**src/rtl/isched_pkg.sv**
```systemverilog
package isched_pkg;

  typedef enum logic [4:0] {
    V_NONE          = 5'd0,
    V_UNI_AFTER_VAR = 5'd1,
    V_UNI_MIX       = 5'd2,
    V_SFU_IN_SW     = 5'd3,
    V_VAR_IN_SW     = 5'd4,
    V_RES_RD        = 5'd5,
    V_RES_WR        = 5'd6,
    V_SFU_GAP       = 5'd7,
    V_MULTI_RES     = 5'd8,
    V_SW_IN_BR      = 5'd9,
    V_TWO_MARKERS   = 5'd10,
    V_SW_CLOSE      = 5'd11,
    V_RF_AFTER_END  = 5'd12,
    V_TWAIT_LAST    = 5'd13,
    V_BR_IN_BR      = 5'd14,
    V_BR_IN_SW      = 5'd15,
    V_NO_MARKER     = 5'd16,
    V_NO_END        = 5'd17
  } viol_e;

  typedef enum logic [2:0] {
    T_OTHER = 3'd0,
    T_TEX   = 3'd1,
    T_SFU   = 3'd2,
    T_VMEM  = 3'd3,
    T_TILE  = 3'd4,
    T_SYNC  = 3'd5
  } tgt_e;

  typedef struct packed {
    logic       br;
    logic       add_act;
    logic       add_spc;
    logic [2:0] add_tgt;
    logic       add_twait;
    logic       mul_act;
    logic       mul_spc;
    logic [2:0] mul_tgt;
    logic       ld_var;
    logic       ld_uni;
    logic       ld_uni_rf;
    logic       ld_unia;
    logic       ld_unia_rf;
    logic       ld_tex;
    logic       ld_tile;
    logic       ld_tileu;
    logic       ld_vmem;
    logic       sig_wr;
    logic       sig_spc;
    logic       thr_sw;
    logic       rd_res;
    logic       wr_res;
  } ins_t;

endpackage

```
**src/rtl/isched_slot_dec.sv**
```systemverilog
module isched_slot_dec
  import isched_pkg::*;
(
  input  logic       act,
  input  logic       spc,
  input  logic [2:0] tgt,
  output logic       res_hit,
  output logic       sfu_hit,
  output logic       rf_hit
);
  // A slot only counts when it carries an operation.
  logic spc_wr;
  assign spc_wr  = act && spc;
  assign res_hit = spc_wr && (tgt == T_TEX  || tgt == T_SFU || tgt == T_VMEM ||
                              tgt == T_TILE || tgt == T_SYNC);
  assign sfu_hit = spc_wr && (tgt == T_SFU);
  assign rf_hit  = act && !spc;
endmodule

```
**src/rtl/isched_track.sv**
```systemverilog
module isched_track
  import isched_pkg::*;
#(
  parameter int IDX_W     = 16,
  parameter int RESET_POS = -10,
  parameter int CNT_W     = 2
) (
  input  logic                    clk,
  input  logic                    rst,
  input  logic                    cfg_single,
  input  logic                    step,
  input  logic                    upd_br,
  input  logic                    upd_sw,
  input  logic                    upd_mark,
  input  logic                    upd_end,
  input  logic                    upd_sfu,
  input  logic                    nxt_uni,
  input  logic                    nxt_unia,
  input  logic                    nxt_var,
  output logic signed [IDX_W-1:0] ip,
  output logic signed [IDX_W-1:0] pos_br,
  output logic signed [IDX_W-1:0] pos_sw,
  output logic signed [IDX_W-1:0] pos_sfu,
  output logic                    mark_seen,
  output logic                    end_seen,
  output logic                    multi_sw,
  output logic                    prv_uni,
  output logic                    prv_unia,
  output logic                    prv_var
);
  localparam logic signed [IDX_W-1:0] POS0 = IDX_W'(RESET_POS);
  localparam logic [CNT_W-1:0] CNT_MAX = {CNT_W{1'b1}};

  logic [CNT_W-1:0] sw_cnt;

  always_ff @(posedge clk) begin
    if (rst) begin
      ip        <= '0;
      pos_br    <= POS0;
      pos_sw    <= POS0;
      pos_sfu   <= POS0;
      mark_seen <= cfg_single;
      end_seen  <= 1'b0;
      sw_cnt    <= '0;
      prv_uni   <= 1'b0;
      prv_unia  <= 1'b0;
      prv_var   <= 1'b0;
    end else if (step) begin
      ip       <= ip + 1'b1;
      prv_uni  <= nxt_uni;
      prv_unia <= nxt_unia;
      prv_var  <= nxt_var;
      if (upd_br)   pos_br    <= ip;
      if (upd_sfu)  pos_sfu   <= ip;
      if (upd_mark) mark_seen <= 1'b1;
      if (upd_end)  end_seen  <= 1'b1;
      if (upd_sw) begin
        pos_sw <= ip;
        if (sw_cnt != CNT_MAX) sw_cnt <= sw_cnt + 1'b1;
      end
    end
  end

  assign multi_sw = sw_cnt > CNT_W'(1);
endmodule

```
**src/rtl/isched_rules.sv**
```systemverilog
module isched_rules
  import isched_pkg::*;
#(
  parameter int IDX_W    = 16,
  parameter int SLOT_WIN = 3,
  parameter int SFU_LAT  = 2
) (
  input  ins_t                    ins,
  input  logic signed [IDX_W-1:0] ip,
  input  logic signed [IDX_W-1:0] pos_br,
  input  logic signed [IDX_W-1:0] pos_sw,
  input  logic signed [IDX_W-1:0] pos_sfu,
  input  logic                    mark_seen,
  input  logic                    end_seen,
  input  logic                    multi_sw,
  input  logic                    prv_uni,
  input  logic                    prv_unia,
  input  logic                    prv_var,
  output viol_e                   code,
  output viol_e                   end_code,
  output logic                    upd_br,
  output logic                    upd_sw,
  output logic                    upd_mark,
  output logic                    upd_end,
  output logic                    upd_sfu,
  output logic                    nxt_uni,
  output logic                    nxt_unia,
  output logic                    nxt_var
);
  localparam int NSLOT = 2;
  localparam logic signed [IDX_W-1:0] WIN  = IDX_W'(SLOT_WIN);
  localparam logic signed [IDX_W-1:0] LAT  = IDX_W'(SFU_LAT);
  localparam logic signed [IDX_W-1:0] ONE  = IDX_W'(1);
  localparam logic signed [IDX_W-1:0] LAST = IDX_W'(SLOT_WIN - 1);

  // Slot decode, one decoder per ALU slot
  logic [NSLOT-1:0] s_act, s_spc, s_res, s_sfu, s_rf;
  logic [2:0]       s_tgt [NSLOT];

  assign s_act    = {ins.mul_act, ins.add_act};
  assign s_spc    = {ins.mul_spc, ins.add_spc};
  assign s_tgt[0] = ins.add_tgt;
  assign s_tgt[1] = ins.mul_tgt;

  for (genvar g = 0; g < NSLOT; g++) begin : g_slot
    isched_slot_dec u_dec (
      .act     (s_act[g]),
      .spc     (s_spc[g]),
      .tgt     (s_tgt[g]),
      .res_hit (s_res[g]),
      .sfu_hit (s_sfu[g]),
      .rf_hit  (s_rf[g])
    );
  end

  // Distances to stored positions
  logic signed [IDX_W-1:0] d_br, d_sw, d_sfu, d_sw_post;
  logic in_br, in_sw, in_sfu;
  assign d_br   = ip - pos_br;
  assign d_sw   = ip - pos_sw;
  assign d_sfu  = ip - pos_sfu;
  assign in_br  = d_br < WIN;
  assign in_sw  = d_sw < WIN;
  assign in_sfu = d_sfu < LAT;

  // Per-instruction conditions
  logic alu, sw, marker, sfu_start, multi_res, rf_wr, end_now, uni_any, unia_any;
  assign alu       = !ins.br;
  assign sw        = alu && ins.thr_sw;
  assign marker    = sw && (d_sw == ONE);
  assign sfu_start = alu && (|s_sfu);
  assign multi_res = $countones({s_res, ins.ld_tex, ins.ld_tile, ins.ld_tileu, ins.ld_vmem}) > 1;
  assign rf_wr     = (|s_rf) || (ins.sig_wr && !ins.sig_spc);
  assign end_now   = end_seen || (sw && mark_seen);
  assign d_sw_post = (sw && !marker) ? '0 : d_sw;
  assign uni_any   = ins.ld_uni || ins.ld_uni_rf;
  assign unia_any  = ins.ld_unia || ins.ld_unia_rf;

  always_comb begin
    code = V_NONE;
    if (ins.br) begin
      if (in_br)      code = V_BR_IN_BR;
      else if (in_sw) code = V_BR_IN_SW;
    end else begin
      if (prv_var && (ins.ld_uni || ins.ld_unia))           code = V_UNI_AFTER_VAR;
      else if ((prv_uni && unia_any) || (prv_unia && uni_any)) code = V_UNI_MIX;
      else if (in_sw && sfu_start)                          code = V_SFU_IN_SW;
      else if (in_sw && ins.ld_var)                         code = V_VAR_IN_SW;
      else if (in_sfu && ins.rd_res)                        code = V_RES_RD;
      else if (in_sfu && ins.wr_res)                        code = V_RES_WR;
      else if (in_sfu && sfu_start)                         code = V_SFU_GAP;
      else if (multi_res)                                   code = V_MULTI_RES;
      else if (sw && in_br)                                 code = V_SW_IN_BR;
      else if (marker && mark_seen)                         code = V_TWO_MARKERS;
      else if (sw && !marker && in_sw)                      code = V_SW_CLOSE;
      else if (end_now && rf_wr)                            code = V_RF_AFTER_END;
      else if (end_now && ins.add_twait && d_sw_post == LAST) code = V_TWAIT_LAST;
    end
  end

  always_comb begin
    if (multi_sw && !mark_seen) end_code = V_NO_MARKER;
    else if (!end_seen)         end_code = V_NO_END;
    else                        end_code = V_NONE;
  end

  assign upd_br   = ins.br;
  assign upd_sw   = sw && !marker;
  assign upd_mark = marker;
  assign upd_end  = sw && mark_seen;
  assign upd_sfu  = sfu_start;
  assign nxt_uni  = alu && uni_any;
  assign nxt_unia = alu && unia_any;
  assign nxt_var  = alu && ins.ld_var;
endmodule

```
**src/rtl/isched_err_latch.sv**
```systemverilog
module isched_err_latch
  import isched_pkg::*;
#(
  parameter int IDX_W = 16
) (
  input  logic             clk,
  input  logic             rst,
  input  viol_e            cand_code,
  input  logic [IDX_W-1:0] cand_idx,
  output logic             flag,
  output logic [4:0]       code,
  output logic [IDX_W-1:0] idx
);
  always_ff @(posedge clk) begin
    if (rst) begin
      flag <= 1'b0;
      code <= '0;
      idx  <= '0;
    end else if (!flag && cand_code != V_NONE) begin
      flag <= 1'b1;
      code <= cand_code;
      idx  <= cand_idx;
    end
  end
endmodule

```
**src/rtl/isched_hazard_mon.sv**
```systemverilog
module isched_hazard_mon
  import isched_pkg::*;
#(
  parameter int IDX_W     = 16,
  parameter int SLOT_WIN  = 3,
  parameter int SFU_LAT   = 2,
  parameter int RESET_POS = -10
) (
  input  logic             clk,
  input  logic             rst,
  input  logic             cfg_single_seg,
  input  logic             ins_vld,
  input  logic             ins_is_br,
  input  logic             add_act,
  input  logic             add_spc,
  input  logic [2:0]       add_tgt,
  input  logic             add_twait,
  input  logic             mul_act,
  input  logic             mul_spc,
  input  logic [2:0]       mul_tgt,
  input  logic             ld_var,
  input  logic             ld_uni,
  input  logic             ld_uni_rf,
  input  logic             ld_unia,
  input  logic             ld_unia_rf,
  input  logic             ld_tex,
  input  logic             ld_tile,
  input  logic             ld_tileu,
  input  logic             ld_vmem,
  input  logic             sig_wr,
  input  logic             sig_spc,
  input  logic             thr_sw,
  input  logic             rd_res,
  input  logic             wr_res,
  input  logic             eop,
  output logic             err_flag,
  output logic [4:0]       err_code,
  output logic [IDX_W-1:0] err_idx,
  output logic             eop_done
);
  ins_t ins;
  assign ins = '{br: ins_is_br, add_act: add_act, add_spc: add_spc, add_tgt: add_tgt,
                 add_twait: add_twait, mul_act: mul_act, mul_spc: mul_spc, mul_tgt: mul_tgt,
                 ld_var: ld_var, ld_uni: ld_uni, ld_uni_rf: ld_uni_rf, ld_unia: ld_unia,
                 ld_unia_rf: ld_unia_rf, ld_tex: ld_tex, ld_tile: ld_tile, ld_tileu: ld_tileu,
                 ld_vmem: ld_vmem, sig_wr: sig_wr, sig_spc: sig_spc, thr_sw: thr_sw,
                 rd_res: rd_res, wr_res: wr_res};

  logic signed [IDX_W-1:0] ip, pos_br, pos_sw, pos_sfu;
  logic mark_seen, end_seen, multi_sw, prv_uni, prv_unia, prv_var;
  logic upd_br, upd_sw, upd_mark, upd_end, upd_sfu, nxt_uni, nxt_unia, nxt_var;
  viol_e step_code, end_code, cand_code;

  isched_track #(.IDX_W(IDX_W), .RESET_POS(RESET_POS)) u_track (
    .clk(clk), .rst(rst), .cfg_single(cfg_single_seg), .step(ins_vld),
    .upd_br(upd_br), .upd_sw(upd_sw), .upd_mark(upd_mark), .upd_end(upd_end),
    .upd_sfu(upd_sfu), .nxt_uni(nxt_uni), .nxt_unia(nxt_unia), .nxt_var(nxt_var),
    .ip(ip), .pos_br(pos_br), .pos_sw(pos_sw), .pos_sfu(pos_sfu),
    .mark_seen(mark_seen), .end_seen(end_seen), .multi_sw(multi_sw),
    .prv_uni(prv_uni), .prv_unia(prv_unia), .prv_var(prv_var)
  );

  isched_rules #(.IDX_W(IDX_W), .SLOT_WIN(SLOT_WIN), .SFU_LAT(SFU_LAT)) u_rules (
    .ins(ins), .ip(ip), .pos_br(pos_br), .pos_sw(pos_sw), .pos_sfu(pos_sfu),
    .mark_seen(mark_seen), .end_seen(end_seen), .multi_sw(multi_sw),
    .prv_uni(prv_uni), .prv_unia(prv_unia), .prv_var(prv_var),
    .code(step_code), .end_code(end_code),
    .upd_br(upd_br), .upd_sw(upd_sw), .upd_mark(upd_mark), .upd_end(upd_end),
    .upd_sfu(upd_sfu), .nxt_uni(nxt_uni), .nxt_unia(nxt_unia), .nxt_var(nxt_var)
  );

  always_comb begin
    if (ins_vld)  cand_code = step_code;
    else if (eop) cand_code = end_code;
    else          cand_code = V_NONE;
  end

  isched_err_latch #(.IDX_W(IDX_W)) u_latch (
    .clk(clk), .rst(rst), .cand_code(cand_code), .cand_idx($unsigned(ip)),
    .flag(err_flag), .code(err_code), .idx(err_idx)
  );

  always_ff @(posedge clk) begin
    if (rst)      eop_done <= 1'b0;
    else if (eop) eop_done <= 1'b1;
  end
endmodule

```
**config.mk**
```make
export PLATFORM = sky130hd
export DESIGN_NAME = isched_hazard_mon
export DESIGN_NICKNAME = d
export VERILOG_FILES = /design/src/rtl/isched_pkg.sv /design/src/rtl/isched_slot_dec.sv /design/src/rtl/isched_track.sv /design/src/rtl/isched_rules.sv /design/src/rtl/isched_err_latch.sv /design/src/rtl/isched_hazard_mon.sv
export SDC_FILE = /design/constraint.sdc
export NUM_CORES = 1
export LEC_CHECK = 0
export CAP_MARGIN = 20
export CORE_AREA = 2 2 116 118
export DETAILED_ROUTE_END_ITERATION = 16
export DIE_AREA = 0 0 118 120
export DONT_BUFFER_PORTS = 1
export PLACE_DENSITY_LB_ADDON = 0.08
export SLEW_MARGIN = 0
export SYNTH_ARGS = -nofsm -noshare
export SYNTH_HDL_FRONTEND = slang
export SYNTH_SLANG_ARGS = --single-unit
```
**constraint.sdc**
```tcl
create_clock -name clk -period 6.3 [get_ports clk]
set_clock_uncertainty 0.05 [all_clocks]
set_input_delay 0.63 -clock clk [delete_from_list [all_inputs] [get_ports clk]]
set_output_delay 0.63 -clock clk [all_outputs]
set_load 0.05 [all_outputs]
```
# Yosys cells after proc, flatten, opt, wreduce, memory -nomap -nowiden
# Cells that the tools add are included.
word_totals:
  romBits: 0
  regBits: 94
  ram_bits: 0
  n_memories: 0
  latch_bits: 0
op_classes:
  addsub: 10
  order_cmp: 5
  muxes: 24
  bitwise: 0
  multipliers: 0
  div_mod_pow: 0
  n_eq_ne: 13
  shift: 0
  reduce_logical: 65
op_table:
  columns: ["op", "n"]
  rows:
  - ["two-way mux 5 bit", 18]
  - ["adder 32 bit", 2]
  - ["< comparator 16 x 3 -> 1 bit (second input constant)", 3]
  - ["subtractor 16 bit", 3]
  - ["logical AND 1 bit", 33]
  - ["> comparator 32 x 2 -> 1 bit (second input constant)", 1]
  - ["adder 16 x 1 -> 16 bit (second input constant)", 1]
  - ["== test 16 x 2 -> 1 bit (second input constant)", 1]
  - ["== test 16 x 3 -> 1 bit (second input constant)", 1]
  - ["two-way mux 16 bit", 1]
  - ["logical OR 1 bit", 14]
  - ["== test 3 x 2 -> 1 bit (second input constant)", 4]
  - ["== test 3 bit (second input constant)", 4]
  - ["AND reduction 2 bit", 5]
  - ["two-way mux 4 bit", 2]
  - ["logical NOT 1 bit", 7]
  - ["adder 1 x 1 -> 2 bit", 3]
  - ["== test 3 x 1 -> 1 bit (second input constant)", 2]
  - ["nonzero test 5 bit", 1]
  - ["nonzero test 2 bit", 2]
  - ["OR reduction 2 bit", 2]
  - ["two-way mux 1 bit", 3]
  - ["AND reduction 3 bit", 1]
  - ["adder 2 x 1 -> 2 bit (second input constant)", 1]
  - ["other kinds (2)", 2]

# Longest topological paths before layout
depth:
  depth_word: 25
  ltp_mapped: 17

# Hierarchy
# From an unflattened synthesis, not the netlist that was laid out.
unflattened:
  cells_unflattened: 902
  area_unflattened_um2: 7299.5
modules_own_cells:
  columns: ["mod", "seq_area_each_um2", "area_each_um2", "instances", "cells_each"]
  rows:
  - ["isched_rules", 0.0, 3106.7, 1, 453]
  - ["isched_track", 1431.4, 2825.2, 1, 284]
  - ["isched_err_latch", 440.4, 1199.9, 1, 142]
  - ["isched_hazard_mon", 20.0, 87.6, 1, 13]
  - ["isched_slot_dec", 0.0, 40.0, 2, 5]

# Worst setup path before layout
# OpenSTA, ideal clock, no wires.
synth_timing:
  path_type: "register to register"
  from: "register u_track.ip[0]"
  to: "register u_latch.idx[0]"
  arrival_ps: 3770
  path_buffers: 1
  setup_slack_ps: 2360
  stages_incl_launch_ff: 18
  t_required_ps: 6130
  path_cell_list: "dfxtp_1 -> inv_1 -> ha_1 -> inv_1 -> fa_1 -> a21o_1 -> a221oi_1 -> o21ai_0 -> xor2_1 -> or3_1 -> nor4_2 -> nor2_1 -> a32oi_1 -> o32ai_1 -> or3b_1 -> o31a_1 -> buf_6 -> mux2i_1"
synth_between:
  elab_chain_cells: 25
synth_lines:
  columns: ["element", "line", "rtl"]
  rows:
  - ["start, declared", "isched_track.sv:20", "output logic signed [IDX_W-1:0] ip,"]
  - ["start signal, assigned", "isched_track.sv:49", "ip <= ip + 1'b1;"]
  - ["subtractor 16 bit", "isched_rules.sv:60", "assign d_sw = ip - pos_sw;"]
  - ["== test 16 x 2 -> 1 bit", "isched_rules.sv:70", "assign marker = sw && (d_sw == ONE);"]
  - ["logical AND 1 bit", "isched_rules.sv:70", null]
  - ["logical NOT 1 bit", "isched_rules.sv:75, isched_rules.sv:95", null]
  - ["logical AND 1 bit", "isched_rules.sv:75, isched_rules.sv:95", null]
  - ["two-way mux 16 bit", "isched_rules.sv:75", "assign d_sw_post = (sw && !marker) ? '0 : d_sw;"]
  - ["== test 16 x 3 -> 1 bit", "isched_rules.sv:97", "else if (end_now && ins.add_twait && d_sw_post == LAST) code = V_TWAIT_LAST;"]
  - ["logical AND 1 bit", "isched_rules.sv:97", null]
  - ["[... 9 more ...]", null, null]
  - ["two-way mux 5 bit", "isched_rules.sv:88", "else if (in_sw && ins.ld_var) code = V_VAR_IN_SW;"]
  - ["two-way mux 5 bit", "isched_rules.sv:87", "else if (in_sw && sfu_start) code = V_SFU_IN_SW;"]
  - ["two-way mux 5 bit", "isched_rules.sv:86", "else if ((prv_uni && unia_any) || (prv_unia && uni_any)) code = V_UNI_MIX;"]
  - ["two-way mux 5 bit", "isched_rules.sv:85", "if (prv_var && (ins.ld_uni || ins.ld_unia)) code = V_UNI_AFTER_VAR;"]
  - ["two-way mux 5 bit", "isched_rules.sv:81", "if (ins.br) begin"]
  - ["two-way mux 5 bit", "isched_hazard_mon.sv:73", "if (ins_vld) cand_code = step_code;"]
  - ["nonzero test 5 bit", "isched_err_latch.sv:19", "end else if (!flag && cand_code != V_NONE) begin"]
  - ["logical AND 1 bit", "isched_err_latch.sv:19", null]
  - ["end signal, assigned", "isched_err_latch.sv:22", "idx <= cand_idx;"]
  - ["end, declared", "isched_err_latch.sv:12", "output logic [IDX_W-1:0] idx"]
# Parallel ways exist; a longest one is shown, timed or not.
# A chain may end at the register's enable or synchronous reset.

# Worst setup path in the final report
layout_timing:
  from: "register u_track.ip[4]"
  to: "register u_latch.idx[6]"
layout_between:
  elab_chain_cells: 25
layout_lines:
  columns: ["element", "line"]
  rows:
  - ["subtractor 16 bit", "isched_rules.sv:60"]
  - ["== test 16 x 2 -> 1 bit", "isched_rules.sv:70"]
  - ["logical AND 1 bit", "isched_rules.sv:70"]
  - ["logical NOT 1 bit", "isched_rules.sv:75, isched_rules.sv:95"]
  - ["logical AND 1 bit", "isched_rules.sv:75, isched_rules.sv:95"]
  - ["two-way mux 16 bit", "isched_rules.sv:75"]
  - ["== test 16 x 3 -> 1 bit", "isched_rules.sv:97"]
  - ["logical AND 1 bit", "isched_rules.sv:97"]
  - ["[... 9 more ...]", null]
  - ["two-way mux 5 bit", "isched_rules.sv:88"]
  - ["two-way mux 5 bit", "isched_rules.sv:87"]
  - ["two-way mux 5 bit", "isched_rules.sv:86"]
  - ["two-way mux 5 bit", "isched_rules.sv:85"]
  - ["two-way mux 5 bit *", "isched_rules.sv:81"]
  - ["two-way mux 5 bit *", "isched_hazard_mon.sv:73"]
  - ["nonzero test 5 bit *", "isched_err_latch.sv:19"]
  - ["logical AND 1 bit *", "isched_err_latch.sv:19"]
# Mark *: on every way between the ends. The rest lies on a longest branch, timed or not.

==> impl_summary.txt <==
----------------------------------------------------
[Power and ir drop]
  Part of the total power dissipated in combinational logic ... 13.9%
  Static Leak ... 3.40 nW
  Internal Dissipation ... 0.000978 W
  Net switching power figure ... 0.000422 W
  Clk pwr share ... 39.8%
  Flop pwr share ... 46.3%
  Sw Ratio ... 30.1%
  Power Density ... 191 nW/um^2
  Worst VDD drop ... 0.000134 V

[GRT]
  GRT Resource Usage Total ... 26.1%
  Overflow left after global routing ... 0
  Number of antenna violations at the first check in global routing ... 0
  Vias in the first global route ... 5,945
  First-pass GRT wire length ... 29,600 um
  Pin count of the biggest net entering global routing ... 81

[Drt]
  Total wire length ... 18,500 um
  Detailed-route via count ... 6,315
  Detailed-routing iteration count for the pre-antenna-repair pass ... 5
  Vias per inst ... 6.00
  Final routed DRC violation total ... 0
  Count of antenna-violating nets left after detailed routing ... 0
  Average routed wire per standard cell ... 17.6 um
  First DRT Iteration DRCs ... 454

[Timing]
  Setup TNS ... 0 ns
  Slew at the pin with the worst max-slew slack ... 0.855 ns
  Max frequency ... 207 MHz
  Endpoints failing hold ... 0
  Tmin final ... 4.82 ns
  Total of endpoints with negative setup slack in the final report ... 0
  Setup repair after global routing missed its margin ... false
  Share of the clock period used by the worst path ... 76.6%
  Count of final max-slew check failures ... 0
  Normalized max-slew margin ... 43.0%

[Clocking]
  Clock network latency to the later pin of the worst-skew pair ... 0.35 ns
  H-tree level count ... 3
  Post-CTS Resized ... 0
  CTS sink cnt ... 94
  Number of buffers added for setup after CTS ... 0
  Clock buffers created by TritonCTS ... 9
  Clk Tree Root Cell ... sky130_fd_sc_hd__clkbuf_16
  Clock tree from TritonCTS ... built
  Post-CTS clock slew at the launch and capture registers of the worst setup and hold paths ... 0.08 ns
  CTS Hold Bufs ... 0
  Maximum buffer depth of the clock tree ... 2

[Yosys]
  Warnings, synthesis ... 0
  Synth Instances ... 899
  Synth cell count leaders ... 127 x sky130_fd_sc_hd__nand2_1, 93 x sky130_fd_sc_hd__dfxtp_1, 75 x sky130_fd_sc_hd__inv_1
  Most used DFF post-synth ... sky130_fd_sc_hd__dfxtp_1
  Proportion of synthesized flip-flops having asynchronous set or reset ... 0%
  Dominant cell by count in the synthesized netlist ... sky130_fd_sc_hd__nand2_1
  Main area contributors after synthesis ... sky130_fd_sc_hd__dfxtp_1 27%, sky130_fd_sc_hd__ha_1 9.4%, sky130_fd_sc_hd__nand2_1 6.9%
  Summed instance area of the synthesized netlist ... 6920 sq um
  Avg Cell Area, Syn ... 7.70 sq um
  Synthesis-stage register bit count ... 94
  Net count of the mapped netlist ... 987
  Library cell with the largest summed area after synthesis ... sky130_fd_sc_hd__dfxtp_1
  Count of unique library cells instantiated by Yosys ... 74
  Proportion of netlist area held by the largest area contributor ... 26.9%
  Number of enable flip-flop cells after synthesis ... 1
  Part of the Yosys area used for sequential elements ... 27.3%

[Floorplanning]
  Overall die area ... 14,200 sq um
  Placeable Area ... 13,000 sq um
  Vertical extent of the die ... 120 um
  Ports placed on the boundary ... 54
  Starting utilization of the core area ... 53.3%
  Floorplan die width ... 118 um
  Floorplan row count ... 42

[Hold path]
  Launch instance of the worst min-delay path ... rst
  WHS Endpoint ... u_latch.code[0]
  Type of the most critical hold path ... in2reg
  WHS Path Cells ... 1

[Placement]
  Total placed instance area ... 7000 sq um
  Number of input and output port buffers inserted ... 0
  Estimated wirelength of the detail-placed design ... 13,300 um
  GPL Wtd Cong ... 0.922

[Cells and area]
  Net count reported at finish ... 960
  Post-route cell area ... 7320 sq um
  Sequential standard cell area ... 1890 sq um
  Fraction of layout cells with a size suffix above 1 ... 4.79%
  Area growth from synthesis to final layout ... 5.73%
  Multi-input gate area in the final layout ... 4540 sq um
  Layout filler cell count ... 1,260
  Antenna diodes ... 0

[Job]
  Number of max-capacitance violations reported ... 0

[Setup path]
  Slowest CP cell ... sky130_fd_sc_hd__dfxtp_1
  Endpoint of the worst register-to-register path ... u_latch.idx[6]
  Internal reg-to-reg setup slack ... 1.48 ns
  Kind of start point of the critical path ... flip-flop
  Signal arrival time at the worst endpoint ... 5.05 ns
  Cell with the most instances on the worst path ... sky130_fd_sc_hd__o31a_1
  Critical Path End Type ... flip-flop
  Slowest stage delay, CP ... 0.71 ns
  Launching instance or port of the critical path ... u_track.ip[4]
  Path depth of the worst reg2reg path ... 14
  Worst EP required ... 6.53 ns
  Cell-by-cell trace of the critical path ... ha_1, a211o_1, a2bb2oi_1, o21ai_0, a311oi_1, o2111ai_1, a211oi_2, nand2_1, o31a_1, a2111oi_2, or3b_1, o31a_1, buf_4, mux2i_1
  Critical path start-end classification ... reg2reg
  Critical R2R Launch ... u_track.ip[4]
  Maximum fanout along the worst path ... 20

[Run status]
  Status ... finished, final reports clean

----------------------------------------------------
==> kinds of logic after synthesis <==
logic type | Yosys count | synth area share [%]
multiplexers | 39 | 5.75
AO/OA/AOI/OAI | 228 | 22.7
XOR/XNOR | 35 | 4.43
flip-flops | 94 | 27.3
buffers and inverters | 124 | 7.07
adder cells (fa/ha/maj) | 57 | 10.8
AND/OR/NAND/NOR | 322 | 21.8
==> power by group through the flow <==
stage	sequential, W	combinational, W	clock (W)
final	0.000648	0.000194	0.000557
after global routing	0.000651	0.000220	0.000585
after CTS	0.000648	0.000193	0.000568
after detailed placement	0.000662	0.000192	0
after global placement	0.000661	0.000188	0
after floorplan	0.000657	0.000166	0
==> cell type report <==
type                            count  share of cell area (%)
Multi-Input combinational cell    681                    62.0
Sequential cell                    94                    25.9
Inverter                           76                    3.90
Clock buffer                        9                    3.08
Tap cell                          176                    3.01
Timing Repair Buffer               10                    1.13
Clock inverter                      7                   0.992
==> cells in the final DEF, fill, tap and decap left out, types with 4 or more instances in the layout <==
master                      count
sky130_fd_sc_hd__nand2_1      127
sky130_fd_sc_hd__dfxtp_1       93
sky130_fd_sc_hd__inv_1         75
sky130_fd_sc_hd__nor2_1        60
sky130_fd_sc_hd__ha_1          52
sky130_fd_sc_hd__a21oi_1       48
sky130_fd_sc_hd__o21ai_0       45
sky130_fd_sc_hd__nand3_1       45
sky130_fd_sc_hd__mux2i_1       36
sky130_fd_sc_hd__o211ai_1      23
sky130_fd_sc_hd__a21o_1        21
sky130_fd_sc_hd__xor2_1        21
sky130_fd_sc_hd__nand2b_1      17
sky130_fd_sc_hd__a211oi_1      15
sky130_fd_sc_hd__xnor2_1       14
sky130_fd_sc_hd__and3_1        13
sky130_fd_sc_hd__nor3_1        10
sky130_fd_sc_hd__nand4_1       10
sky130_fd_sc_hd__clkbuf_16      9
sky130_fd_sc_hd__buf_4          9
sky130_fd_sc_hd__o21a_1         8
sky130_fd_sc_hd__nor2b_1        7
sky130_fd_sc_hd__or3_1          7
sky130_fd_sc_hd__a31oi_1        6
sky130_fd_sc_hd__o31a_1         5
sky130_fd_sc_hd__a221oi_1       5
sky130_fd_sc_hd__and2_1         5
sky130_fd_sc_hd__fa_1           5
sky130_fd_sc_hd__o21ai_1        4
sky130_fd_sc_hd__o31ai_1        4
sky130_fd_sc_hd__o2111ai_1      4
sky130_fd_sc_hd__and4_1         4
sky130_fd_sc_hd__nor4_1         4
==> stage by stage <==
step | worst slack [ns] | hold WS [ns] | std cells | util [%] | total power, W
final | 1.48 | 0.298 | 1053 | 56.4 | 0.00140
after detailed placement | 1.57 | 0.401 | 1036 | 54.0 | 0.000854
after floorplan | 2.36 | 0.386 | 899 | - | 0.000823
after CTS | 1.54 | 0.280 | 1052 | 56.2 | 0.00141
after global routing | 1.20 | 0.281 | 1053 | 56.4 | 0.00146
after global placement | 1.66 | 0.389 | 1036 | 54.0 | 0.000849
==> sequential cells by signal (all words and copies together), names as in the netlist <==
name,flops
u_track.end_seen,1
u_track.ip,16
eop_done,1
u_track.mark_seen,1
u_track.sw_cnt,2
u_track.pos_br,16
u_track.pos_sfu,16
u_latch.code,5
u_latch.idx,16
u_track.prv_uni,1
u_track.pos_sw,16
u_track.prv_var,1
u_latch.flag,1
u_track.prv_unia,1
==> worst max-delay path by stage <==
stage,end,slack [ns],depth (start not counted)
finish,u_latch.idx[6],1.48,14
global route,u_latch.idx[7],1.20,14
CTS,u_latch.idx[6],1.54,14
detailed placement,u_latch.idx[6],1.57,14
global placement,u_latch.code[4],1.66,14
floorplan,u_latch.idx[0],2.36,17
==> critical path: cells and delay by family, from the launching register on <==
| kind | cells | cell delay, ns |
|---|---|---|
| compound gates | 9 | 2.69 |
| flops | 1 | 0.71 |
| mux | 1 | 0.23 |
| simple gates | 2 | 0.33 |
| buf+inv | 1 | 0.30 |
| fa+ha+maj | 1 | 0.45 |
==> per-layer routing <==
metal | global-route usage, % | share of wire (%)
met4 | 9.64 | 2.3
met3 | 3.09 | 5.3
met5 | 0 | 0
met1 | 34.2 | 46
met2 | 44.1 | 47
No activity file was read; power rests on OpenSTA's default activity.
